[src/rtl/dit_pkg.sv]
// Shared constants for the dual interval timer: register offsets and
// control-bit positions. Assumes an 8-bit data bus and 3-bit offsets.
package dit_pkg;

    localparam int DATA_W  = 8;
    localparam int ADDR_W  = 3;
    localparam int NUM_T   = 2;

    typedef enum logic [ADDR_W-1:0] {
        OFF_A_LO  = 3'd0,
        OFF_A_HI  = 3'd1,
        OFF_B_LO  = 3'd2,
        OFF_B_HI  = 3'd3,
        OFF_RSVD  = 3'd4,
        OFF_IRQ   = 3'd5,
        OFF_A_CTL = 3'd6,
        OFF_B_CTL = 3'd7
    } reg_off_e;

    localparam int CTL_START   = 0;
    localparam int CTL_ONESHOT = 3;
    localparam int CTL_FORCE   = 4;
    localparam int CTL_SRC_LSB = 5;
    localparam int IRQ_SET_BIT = 7;

    localparam logic [1:0] SRC_TICK  = 2'd0;
    localparam logic [1:0] SRC_CHAIN = 2'd2;

endpackage

[src/rtl/dit_timer_unit.sv]
// One down-counter with byte-wide reload loading and START/one-shot/force
// control. Assumes at most one register access per cycle, so a high-byte
// write and a control write never arrive together. A count event that finds
// the counter at zero is an underflow: the reload value is taken.
module dit_timer_unit #(
    parameter int CNT_W = 16,
    parameter int DW    = 8
) (
    input  logic             clk,
    input  logic             rst_n,
    input  logic             count_evt,
    input  logic             wr_lo,
    input  logic             wr_hi,
    input  logic             wr_ctl,
    input  logic [DW-1:0]    ld_data,
    input  logic             ctl_start,
    input  logic             ctl_oneshot,
    input  logic             ctl_force,
    output logic [CNT_W-1:0] count,
    output logic             start,
    output logic             oneshot,
    output logic             uflow
);

    localparam int HI_W = CNT_W - DW;

    logic [DW-1:0]    lo_q;
    logic [CNT_W-1:0] reload_q;
    logic [CNT_W-1:0] count_q;
    logic [CNT_W-1:0] hi_word;
    logic             start_q;
    logic             oneshot_q;

    // Word formed by the high byte being written and the latched low byte.
    assign hi_word = {ld_data[HI_W-1:0], lo_q};
    // Underflow: started counter at zero receiving a count event.
    assign uflow   = count_evt && start_q && (count_q == '0);

    // Latch the low byte until the high byte arrives.
    always_ff @(posedge clk) begin
        if (!rst_n)      lo_q <= '0;
        else if (wr_lo)  lo_q <= ld_data;
    end

    // Reload value is set by every high-byte write.
    always_ff @(posedge clk) begin
        if (!rst_n)      reload_q <= '0;
        else if (wr_hi)  reload_q <= hi_word;
    end

    // Counter: force-load, stopped direct load, then counting.
    always_ff @(posedge clk) begin
        if (!rst_n)                        count_q <= '0;
        else if (wr_ctl && ctl_force)      count_q <= reload_q;
        else if (wr_hi && !start_q)        count_q <= hi_word;
        else if (count_evt && start_q) begin
            if (count_q == '0)             count_q <= reload_q;
            else                           count_q <= count_q - CNT_W'(1);
        end
    end

    // Control bits: software writes, one-shot underflow stops the timer.
    always_ff @(posedge clk) begin
        if (!rst_n) begin
            start_q   <= 1'b0;
            oneshot_q <= 1'b0;
        end else if (wr_ctl) begin
            start_q   <= ctl_start;
            oneshot_q <= ctl_oneshot;
        end else if (uflow && oneshot_q) begin
            start_q   <= 1'b0;
        end
    end

    assign count   = count_q;
    assign start   = start_q;
    assign oneshot = oneshot_q;

endmodule

[src/rtl/dit_irq_unit.sv]
// Sticky underflow flags with read-to-clear, and enables changed by a
// set/clear mask write. A flag set in the same cycle as a clearing read
// survives. Assumes one strobe per source per underflow.
module dit_irq_unit #(
    parameter int N = 2
) (
    input  logic         clk,
    input  logic         rst_n,
    input  logic [N-1:0] src_evt,
    input  logic         rd_clr,
    input  logic         wr_mask,
    input  logic         mask_set,
    input  logic [N-1:0] mask_bits,
    output logic [N-1:0] flags,
    output logic         irq
);

    logic [N-1:0] flags_q;
    logic [N-1:0] en_q;

    // Flags: cleared by a read, but new events in that cycle win.
    always_ff @(posedge clk) begin
        if (!rst_n) flags_q <= '0;
        else        flags_q <= (rd_clr ? '0 : flags_q) | src_evt;
    end

    // Enables: set or clear the bits named in the mask.
    always_ff @(posedge clk) begin
        if (!rst_n)        en_q <= '0;
        else if (wr_mask)  en_q <= mask_set ? (en_q | mask_bits)
                                            : (en_q & ~mask_bits);
    end

    assign flags = flags_q;
    assign irq   = |(flags_q & en_q);

endmodule

[src/rtl/dual_interval_timer.sv]
// Top of the dual interval timer: address decode, counter B source choice,
// and the read multiplexer. Reads are combinational and a read's side effect
// (flag clear) occurs at the clock edge of the strobe cycle.
module dual_interval_timer
    import dit_pkg::*;
#(
    parameter int CNT_W = 16
) (
    input  logic              clk,
    input  logic              rst_n,
    input  logic              tick_en,
    input  logic [ADDR_W-1:0] reg_addr,
    input  logic [DATA_W-1:0] reg_wdata,
    input  logic              reg_wr,
    input  logic              reg_rd,
    output logic [DATA_W-1:0] reg_rdata,
    output logic              irq
);

    localparam int HI_W = CNT_W - DATA_W;

    reg_off_e           off;
    logic [CNT_W-1:0]   cnt_a, cnt_b;
    logic               start_a, start_b, oneshot_a, oneshot_b;
    logic               uflow_a, uflow_b;
    logic [NUM_T-1:0]   uflow;
    logic [NUM_T-1:0]   flags;
    logic [1:0]         src_b_q;
    logic               evt_b;

    assign off   = reg_off_e'(reg_addr);
    assign uflow = {uflow_b, uflow_a};

    // Store counter B count-source selection.
    always_ff @(posedge clk) begin
        if (!rst_n)                          src_b_q <= SRC_TICK;
        else if (reg_wr && off == OFF_B_CTL) src_b_q <= reg_wdata[CTL_SRC_LSB +: 2];
    end

    // Pick counter B's count event from its source selection.
    always_comb begin
        case (src_b_q)
            SRC_TICK:  evt_b = tick_en;
            SRC_CHAIN: evt_b = uflow_a;
            default:   evt_b = 1'b0;
        endcase
    end

    dit_timer_unit #(.CNT_W(CNT_W), .DW(DATA_W)) u_tmr_a (
        .clk        (clk),
        .rst_n      (rst_n),
        .count_evt  (tick_en),
        .wr_lo      (reg_wr && off == OFF_A_LO),
        .wr_hi      (reg_wr && off == OFF_A_HI),
        .wr_ctl     (reg_wr && off == OFF_A_CTL),
        .ld_data    (reg_wdata),
        .ctl_start  (reg_wdata[CTL_START]),
        .ctl_oneshot(reg_wdata[CTL_ONESHOT]),
        .ctl_force  (reg_wdata[CTL_FORCE]),
        .count      (cnt_a),
        .start      (start_a),
        .oneshot    (oneshot_a),
        .uflow      (uflow_a)
    );

    dit_timer_unit #(.CNT_W(CNT_W), .DW(DATA_W)) u_tmr_b (
        .clk        (clk),
        .rst_n      (rst_n),
        .count_evt  (evt_b),
        .wr_lo      (reg_wr && off == OFF_B_LO),
        .wr_hi      (reg_wr && off == OFF_B_HI),
        .wr_ctl     (reg_wr && off == OFF_B_CTL),
        .ld_data    (reg_wdata),
        .ctl_start  (reg_wdata[CTL_START]),
        .ctl_oneshot(reg_wdata[CTL_ONESHOT]),
        .ctl_force  (reg_wdata[CTL_FORCE]),
        .count      (cnt_b),
        .start      (start_b),
        .oneshot    (oneshot_b),
        .uflow      (uflow_b)
    );

    dit_irq_unit #(.N(NUM_T)) u_irq (
        .clk      (clk),
        .rst_n    (rst_n),
        .src_evt  (uflow),
        .rd_clr   (reg_rd && off == OFF_IRQ),
        .wr_mask  (reg_wr && off == OFF_IRQ),
        .mask_set (reg_wdata[IRQ_SET_BIT]),
        .mask_bits(reg_wdata[NUM_T-1:0]),
        .flags    (flags),
        .irq      (irq)
    );

    // Read multiplexer over the eight offsets.
    always_comb begin
        reg_rdata = '0;
        case (off)
            OFF_A_LO:  reg_rdata = cnt_a[DATA_W-1:0];
            OFF_A_HI:  reg_rdata[HI_W-1:0] = cnt_a[CNT_W-1:DATA_W];
            OFF_B_LO:  reg_rdata = cnt_b[DATA_W-1:0];
            OFF_B_HI:  reg_rdata[HI_W-1:0] = cnt_b[CNT_W-1:DATA_W];
            OFF_RSVD:  reg_rdata = '1;
            OFF_IRQ: begin
                reg_rdata[NUM_T-1:0]  = flags;
                reg_rdata[IRQ_SET_BIT] = irq;
            end
            OFF_A_CTL: begin
                reg_rdata[CTL_START]   = start_a;
                reg_rdata[CTL_ONESHOT] = oneshot_a;
            end
            OFF_B_CTL: begin
                reg_rdata[CTL_START]          = start_b;
                reg_rdata[CTL_ONESHOT]        = oneshot_b;
                reg_rdata[CTL_SRC_LSB +: 2]   = src_b_q;
            end
            default:   reg_rdata = '0;
        endcase
    end

endmodule

[config.mk]
export PLATFORM = sky130hd
export DESIGN_NAME = dual_interval_timer
export DESIGN_NICKNAME = d
export VERILOG_FILES = /design/src/rtl/dit_pkg.sv /design/src/rtl/dit_timer_unit.sv /design/src/rtl/dit_irq_unit.sv /design/src/rtl/dual_interval_timer.sv
export SDC_FILE = /design/constraint.sdc
export NUM_CORES = 1
export LEC_CHECK = 0
export ABC_AREA = 1
export BUFFER_PORTS_ARGS = -buffer_cell sky130_fd_sc_hd__buf_2
export CORE_MARGIN = 1.5
export CORE_UTILIZATION = 25
export CTS_BUF_LIST = sky130_fd_sc_hd__clkbuf_4 sky130_fd_sc_hd__clkbuf_8
export DETAILED_ROUTE_END_ITERATION = 6
export MAX_ROUTING_LAYER = met4
export PLACE_DENSITY_LB_ADDON = 0.25
export SETUP_SLACK_MARGIN = 0.3
export SLEW_MARGIN = 20
export SYNTH_ARGS = -nofsm -noshare
export SYNTH_HDL_FRONTEND = slang
export SYNTH_SLANG_ARGS = --single-unit
[constraint.sdc]
create_clock -name clk -period 2.1 [get_ports clk]
set_input_delay 0.105 -clock clk [delete_from_list [all_inputs] [get_ports clk]]
set_output_delay 0.105 -clock clk [all_outputs]
set_load 0.02 [all_outputs]
After elaboration in Yosys (flattened, before gate mapping)
Cells that the tools add are included.

word-level totals
  output and inout bits = 9
  word-level logic and storage cells = 79
  input port bits = 16
  flip-flop bits (word level) = 90

cells by class
  bitwise gates (word level) = 5
  equality and inequality tests = 8
  reduce and logical (&&, ||, !) cells = 29
  multiplexer cells = 22
  add/subtract/negate cells = 2

operators with widths
  cell                                                                   count
  16-bit two-way mux                                                     8
  16-bit zero test                                                       2
  16-bit by 1-bit subtractor with 16-bit output, second input constant   2
  1-bit logical AND                                                      18
  3-bit equality test, second input constant                             4
  1-bit one-hot mux with 6 select lines                                  2
  2-bit one-hot mux with 6 select lines                                  1
  1-bit one-hot mux with 5 select lines                                  2
  1-bit one-hot mux with 8 select lines                                  1
  1-bit one-hot mux with 7 select lines                                  1
  3-bit by 2-bit equality test with 1-bit output, second input constant  2
  3-bit nonzero test                                                     2
  2-bit AND                                                              2
  1-bit two-way mux                                                      4
  2-bit two-way mux                                                      2
  2-bit OR                                                               2
  2-bit nonzero test                                                     2
  3-bit by 1-bit equality test with 1-bit output, second input constant  1
  3-bit zero test                                                        1
  2-bit equality test, second input constant                             1
  1-bit zero test                                                        2
  2-bit zero test                                                        1
  2-bit inverter                                                         1
  1-bit one-hot mux with 2 select lines                                  1
  2-bit OR reduction                                                     1

Depth between registers and ports, before layout
Gate-level depths: netlist of the first run.

  depth after elaboration = 8
  gate-level depth with buffers = 13
  depth with buffers taken out = 11

Hierarchy
From an unflattened synthesis of the first run, not the netlist that was laid out.

unflattened totals
  cells, all modules = 833
  area, all modules = 5526.6 um2

by module, submodules not included
  module               cells an instance  instances  area an instance (um2)  sequential area each (um2)
  dit_timer_unit       344                2          2339.7                  840.8
  dual_interval_timer  120                1          685.7                   40.0
  dit_irq_unit         25                 1          161.4                   80.1

Worst setup path after synthesis of the first run
Ideal clock, no wire load.

  path kind = register to register
  start = register u_tmr_a.count_q[0], in the netlist u_tmr_a.count[0]
  end = register u_tmr_b.count_q[10], in the netlist u_tmr_b.count[10]
  setup slack = 465 ps
  arrival time = 1520 ps
  required time = 1985 ps
  period minus slack after synthesis = 1635 ps
  cell stages (with the launch flop) = 12
  library setup time = 115 ps
  path buffers = 0
  path through = dfxtp_1 -> inv_1 -> ha_1 -> nand2_1 -> nor2_1 -> nand4_1 -> nand2_2 -> nand2_2 -> nand2_1 -> nand2_1 -> nor2_1 -> nor2_1

on the way
  longest elaborated chain between the ends = 5

ends and longest elaborated chain
  what                                   RTL line                   RTL
  start: declaration                     dit_timer_unit.sv:29       logic [CNT_W-1:0] count_q;
  start signal: assignment               dit_timer_unit.sv:54       else if (wr_ctl && ctl_force) count_q <= reload_q;
  start signal: assignment               dit_timer_unit.sv:55       else if (wr_hi && !start_q) count_q <= hi_word;
  start signal: assignment               dit_timer_unit.sv:57       if (count_q == '0) count_q <= reload_q;
  16-bit zero test                       dit_timer_unit.sv:37       assign uflow = count_evt && start_q && (count_q == '0);
  1-bit logical AND                      dit_timer_unit.sv:37
  1-bit one-hot mux with 2 select lines  dual_interval_timer.sv:42  case (src_b_q)
  1-bit logical AND                      dit_timer_unit.sv:56       else if (count_evt && start_q) begin
  3-bit nonzero test (no source line)    --
  end signal: assignment                 dit_timer_unit.sv:55
  end signal: assignment                 dit_timer_unit.sv:57
  end signal: assignment                 dit_timer_unit.sv:58       else count_q <= count_q - CNT_W'(1);
  end: declaration                       dit_timer_unit.sv:29

No other way between the ends.
A chain may end at the register's enable or synchronous reset.

Worst setup path after layout of the first run
  start = register u_tmr_a.count_q[2], in the netlist u_tmr_a.count[2]
  end = output reg_rdata[2]

on the way
  longest elaborated chain between the ends = 1

ends and longest elaborated chain
  what                                   RTL line                   RTL
  1-bit one-hot mux with 5 select lines  dual_interval_timer.sv:98  case (off)
  end: declaration                       dual_interval_timer.sv:16  output logic [DATA_W-1:0] reg_rdata,

No other way between the ends.

==> metrics.yaml, run 1 <==
place:
  preCtsSetupSlack_ns: 0.188
  dpl_cell_area_um2: 5920
  place.gp.congestion: 0.986
  port_buffers: 24
  hpwlAfterDp_um: 14500
global_routing:
  antenna_found_initial: 1
  grt_pass1_vias: 5268
  grt_pass1_wl_um: 30000
  grt_use_total: 0.183
  grt_max_degree: 62
  gr-total-overflow: 0
synthesis:
  synth_top_area_share: 0.340
  synthCells: 839
  syn-num-nets: 859
  synth_edf_count: 0
  syn_area_um2: 5300
  yosysSeqAreaShare: 0.340
  ys_seq_elements: 90
  ys.flop_type: "dfxtp_1"
  yosysTopAreaCell: "dfxtp_1"
  synth_warnings: 0
  synth_area_leaders: "dfxtp_1 (34%), nand2_1 (13%), o21ai_0 (10%), a21oi_1 (8.3%), nor2_1 (7.4%)"
  yosysUniqueCellTypes: 41
  async_flop_share: 0
  avgSynthCellArea_um2: 6.32
finish:
  layout.nets: 909
  layout_common_cells: "nand2_1 (172), o21ai_0 (105), inv_1 (92)"
  area_growth_pct: 21.4
  post-route-util: 0.308
  drive_gt1_frac: 0.178
  final_common_cell: "nand2_1"
  post-route-cell-area_um2: 6430
detailed_routing:
  drt-total-wl_um: 19500
  drc: 0
  ant_nets: 0
  vias: 5707
  first_iter_violations: 386
  avgRoutedWirePerCell_um: 16.7
  via_per_inst: 4.88
  first_pass_iters: 5
pwr:
  power_leakage_uw: 0.00288
  power_frac_comb: 0.361
  switchingPower_uw: 1980
  seqPwrFrac: 0.375
  p_per_area_nw_per_um2: 775
  clockPowerShare: 0.264
  ir_drop_v: 0.000270
  power.internal_uw: 3010
  swShare: 0.396
run_status:
  outcome: "finished, final reports clean"
clocking:
  insertion_delay_ns: 0.40
  path_clk_slew_ns: 0.10
  cts_buffers: 9
  ctsHtreeMaxLevel: 3
  cts.sinks: 90
  cts-root-buf: "clkbuf_8"
  cts_tree: "built"
  cts_buffer_depth: 2
timing:
  setup_viol: 0
  skew_ns: 0.0183
  slew_viol_final: 0
  maxSlewHeadroom: 0.611
  timing.final.crit_share: 0.850
  setup_slack_ns: 0.314
  tightest_slew_ns: 0.579
  hold_viol_final: 0
  layout_min_cycle_time_ns: 1.79
  fin_setup_tns_ns: 0
  rsz0062_at_grt: "true"
  max_freq_mhz: 560
setup_path:
  cp-start-kind: "flop"
  cpPeakStageDelay_ns: 0.38
  crit_family: "compound AO/OA/AOI/OAI gates"
  r2r_slack_ns: 0.36
  r2r_start: "u_tmr_a.count[0]"
  r2r-end: "u_tmr_b.count[8]"
  slowest_stage: "dfxtp_2"
  cp.arrival_ns: 1.68
  cp_cell_sequence: "o21ai_0 > o21ai_0 > a21oi_1 > o21ai_0 > buf_2"
  required_ns: 2.00
  reg2reg_depth: 12
  cp_num_buf_inv: 1
  criticalPathCategory: "reg -> out"
  cp-end-kind: "primary output"
  crit_path_max_fanout: 5
  crit_top_cell: "o21ai_0"
floorplan:
  initial_core_util: 0.254
  die_area_um2: 22100
  rows: 53
  fp.dieW_um: 149
  core-area_um2: 20900
  ioPinCount: 25
  die_y_um: 149
worst_hold_path:
  holdPathStages: 2
  min-delay-path-class: "in -> reg"
  hp-start: "reg_wdata[0]"
job:
  drv_cap: 0
how the worst max path moves through the flow:
stage                                 from           endpoint  cells past startpoint
after floorplan           u_tmr_a.count[0]  u_tmr_b.count[10]                     11
after global placement    u_tmr_a.count[4]   u_tmr_b.count[5]                     10
after detailed placement  u_tmr_a.count[0]  u_tmr_b.count[10]                     11
after CTS                 u_tmr_a.count[9]   u_tmr_b.count[5]                     10
after global routing      u_tmr_b.count[0]  u_tmr_b.count[10]                     12
final                     u_tmr_a.count[2]       reg_rdata[2]                      5
per-stage QoR:
step | hold slack [ns] | total power, µW | cells
floorplan | 0.214 | 2970 | 839
global placement | 0.427 | 3500 | 1144
detailed placement | 0.432 | 3470 | 1144
CTS | 0.00863 | 4810 | 1163
global route | 0.0296 | 5290 | 1170
finish | 0.0246 | 4990 | 1170
metal layers:
metal | routed length (µm) | global-route usage
met1 | 10100 | 0.270
met2 | 7800 | 0.247
met5 | 0 | -
met3 | 1180 | 0.0276
met4 | 464 | 0.0688
worst register-to-register path, cell delays in order, from the launching register on:
cell	delay [ns]
dfxtp_2	0.37
inv_2	0.07
ha_4	0.17
nand2_1	0.07
nor2_2	0.04
nand4_1	0.13
nand2_2	0.09
buf_4	0.15
a21oi_1	0.16
buf_4	0.18
nor2_1	0.05
nor2_1	0.08
nor2_1	0.04
power by group through the flow:
stage | clock network, µW | logic (µW) | registers (µW)
floorplan | 0 | 1090 | 1880
global placement | 0 | 1600 | 1900
detailed placement | 0 | 1570 | 1900
CTS | 1340 | 1600 | 1870
global route | 1410 | 2000 | 1880
finish | 1320 | 1800 | 1870
cell type report:
| class | instances | area, µm² |
|---|---|---|
| Timing Repair Buffer | 69 | 493 |
| Tap cell | 275 | 344 |
| Timing Repair inverter | 1 | 5.00 |
| Clock inverter | 7 | 82.6 |
| Antenna cell | 1 | 2.50 |
| Fill cell | 2319 | 14500 |
| Sequential cell | 90 | 1820 |
| Multi-Input combinational cell | 616 | 3180 |
| Clock buffer | 9 | 124 |
| Inverter | 102 | 387 |
cell families (layout without fill, tap and decap cells):
logic type               Yosys count  after routing  share of synthesized area
AO/OA/AOI/OAI                    226            226                      0.229
XOR/XNOR                          13             13                     0.0215
adder cells (fa/ha/maj)            4              4                    0.00945
buffers and inverters            134            188                      0.101
flip-flops                        90             90                      0.340
other                              0              1                          0
AND/OR/NAND/NOR                  372            373                      0.299
flip-flops by register name, indices dropped and copies added, names as in the netlist, 2 cells and up, named ones only:
signal            cells
u_tmr_a.reload_q     16
u_tmr_b.reload_q     16
u_irq.flags           2
src_b_q               2
u_tmr_b.lo_q          8
u_tmr_b.count        16
u_tmr_a.lo_q          8
u_tmr_a.count        16
cells in the mapped netlist, types with 4 or more instances:
| master | number |
|---|---|
| nand2_2 | 4 |
| a21oi_1 | 88 |
| inv_2 | 6 |
| nand2_1 | 178 |
| ha_1 | 4 |
| o21bai_1 | 5 |
| dfxtp_1 | 90 |
| xor2_1 | 11 |
| nand3_1 | 55 |
| buf_2 | 5 |
| o22ai_1 | 6 |
| nor2_2 | 7 |
| nand4_1 | 9 |
| o2111ai_1 | 4 |
| inv_1 | 95 |
| nor2_1 | 105 |
| o21ai_0 | 108 |
| clkbuf_1 | 21 |
timing repair:
item	CTS	global route
hold buffers	0	0
cloned	0	2
gates resized for setup	18	55
buffers inserted	3	4
pin swaps	4	8
setup endpoints to repair	20	33
Power figures use the tool's default switching activity.
==> run 2, diff against run 1 <==
CTS_BUF_LIST = not set   (was sky130_fd_sc_hd__clkbuf_4 sky130_fd_sc_hd__clkbuf_8)
GPL_TIMING_DRIVEN = 0   (was not set)
==> metrics.yaml, run 2 (synthesis gave the netlist of run 1 again) <==
finish:
  layout.nets: 915  # +0.66%
  layout_common_cells: "nand2_1 (170), o21ai_0 (108), inv_1 (91)"
  area_growth_pct: 23.7
  drive_gt1_frac: 0.173  # -0.00452
  final_common_cell: "nand2_1"
  instances_no_fill: 1176  # +0.51%
worst_hold_path:
  min-delay-path-class: "in -> reg"
detailed_routing:
  via_per_inst: 4.86  # -0.39%
  first_iter_violations: 501  # +30%
  ant_nets: 0  # unchanged
  vias: 5714  # +0.12%
  first_pass_iters: 5  # unchanged
  drt-total-wl_um: 19900  # +2.2%
  drc: 0  # unchanged
  avgRoutedWirePerCell_um: 17.0  # +1.7%
place:
  dp_cells: 1135  # -0.79%
  port_buffers: 21  # -13%
  hpwlAfterDp_um: 14900  # +2.6%
  place.gp.congestion: 0.910  # -7.7%
clocking:
  cts-root-buf: "clkbuf_16"
  path_clk_slew_ns: 0.08  # -0.02 ns
  cts_tree: "built"
  ctsHtreeMaxLevel: 3  # unchanged
  insertion_delay_ns: 0.36  # -0.04 ns
  cts_buffer_depth: 2  # unchanged
  cts_buffers: 9  # unchanged
  cts.sinks: 90  # unchanged
  cts_hold_buf: 0  # unchanged
floorplan:
  rows: 53  # unchanged
  core-area_um2: 20900  # unchanged
  ioPinCount: 25  # unchanged
  die_area_um2: 22100  # unchanged
  die_y_um: 149  # unchanged
  initial_core_util: 0.254  # unchanged
  fp.dieW_um: 149  # unchanged
setup_path:
  crit_path_max_fanout: 5  # unchanged
  cp-end-kind: "flop"
  required_ns: 2.39  # +0.39 ns
  criticalPathCategory: "reg -> reg"
  cp-start-kind: "flop"
  cp.arrival_ns: 2.02  # +0.34 ns
run_status:
  outcome: "finished, final reports clean"
timing:
  setup_viol: 0  # unchanged
  max_freq_mhz: 578  # +3.2%
  rsz0062_at_grt: "true"
  slew_viol_final: 0  # unchanged
  fin_setup_tns_ns: 0  # unchanged
  skew_ns: 0.0110  # -0.00725 ns
  layout_min_cycle_time_ns: 1.73  # -0.0554 ns
  maxSlewHeadroom: 0.567  # -0.0441
  timing.final.crit_share: 0.824  # -0.0264
  tightest_slew_ns: 0.650  # +0.0705 ns
  hold_viol_final: 0  # unchanged
global_routing:
  gr-total-overflow: 0  # unchanged
  grt_pass1_vias: 5189  # -1.5%
  grt_max_degree: 19  # -69%
  grt_pass1_wl_um: 30400  # +1.3%
  antenna_found_initial: 1  # unchanged
  grt_use_total: 0.187  # +0.00413
pwr:
  p_per_area_nw_per_um2: 816  # +5.2%
  power_leakage_uw: 0.00290  # +0.65%
  ir_drop_v: 0.000322  # +19%
  finalPower_uw: 5350  # +7.2%
job:
  drv_cap: 0  # unchanged
run 2: cell types whose count changed in the layout (fill, tap and decap cells not counted), moves of 4 or more:
cell	change
buf_6	+4
dfxtp_2	+4
a21oi_2	+5
clkbuf_8	-9
buf_4	-21
a21oi_1	-7
dfxtp_1	-4
clkbuf_1	+20
clkbuf_16	+10
run 2: metrics by stage:
stage          worst slack [ns]  instance area (µm²)  hold WS (ns)   util
2_1_floorplan             0.465                 5300         0.214      -
3_3_place_gp            -0.0382                 5750         0.411  0.275
3_5_place_dp            -0.0174                 5750         0.416  0.275
4_1_cts                   0.275                 6150        0.0359  0.295
5_1_grt                   0.268                 6560        0.0491  0.314
6_report                  0.370                 6560        0.0449  0.314
run 2: layout make-up:
class,count,area (µm²)
inverters,102,392
clock buffers,9,225
multi-input cells,615,3220
flip-flops and latches,90,1830
repair buffers,45,312
diodes,1,2.50
well taps,275,344
clock inverters,7,67.6
plain buffers,32,168
fillers,2365,14300
run 2: final timing paths:
check	start	endpoint	slack [ns]	cells after the start
setup / recovery	u_tmr_a.count[6]	u_tmr_a.count[9]	0.37	9
hold / removal	reg_wdata[7]	u_tmr_a.lo_q[7]	0.04	3
setup reg to reg	u_tmr_a.count[6]	u_tmr_a.count[9]	0.37	9
hold reg to reg	u_tmr_b.reload_q[7]	u_tmr_b.reload_q[7]	0.47	2
run 2: power by group:
group          internal (µW)  total [µW]  switching (µW)
registers               1790        1890             105
logic                    658        1800            1140
clock network            840        1660             817
run 2: critical path, stage by stage, from the launching register on:
cell     delay, ns
dfxtp_1       0.39
nor2_4        0.14
buf_4         0.13
nand2_1       0.06
inv_1         0.09
nand3_2       0.14
o21ai_4       0.30
buf_6         0.17
a21oi_1       0.08
a21oi_1       0.13
run 2: routing by layer:
metal / vias up / GRT usage / part of all wire
met1: 2666 / 0.272 / 0.50
met2: 144 / 0.264 / 0.42
met4: 0 / 0.0649 / 0.021
met5: - / - / 0
met3: 27 / 0.0233 / 0.055
li1: 2877 / - / -
run 2: what timing repair did:
action	4_1_cts	5_1_grt
resized for setup	26	72
gates cloned	0	3
setup endpoints to repair	28	34
pin swaps	6	24
buffers inserted	5	16
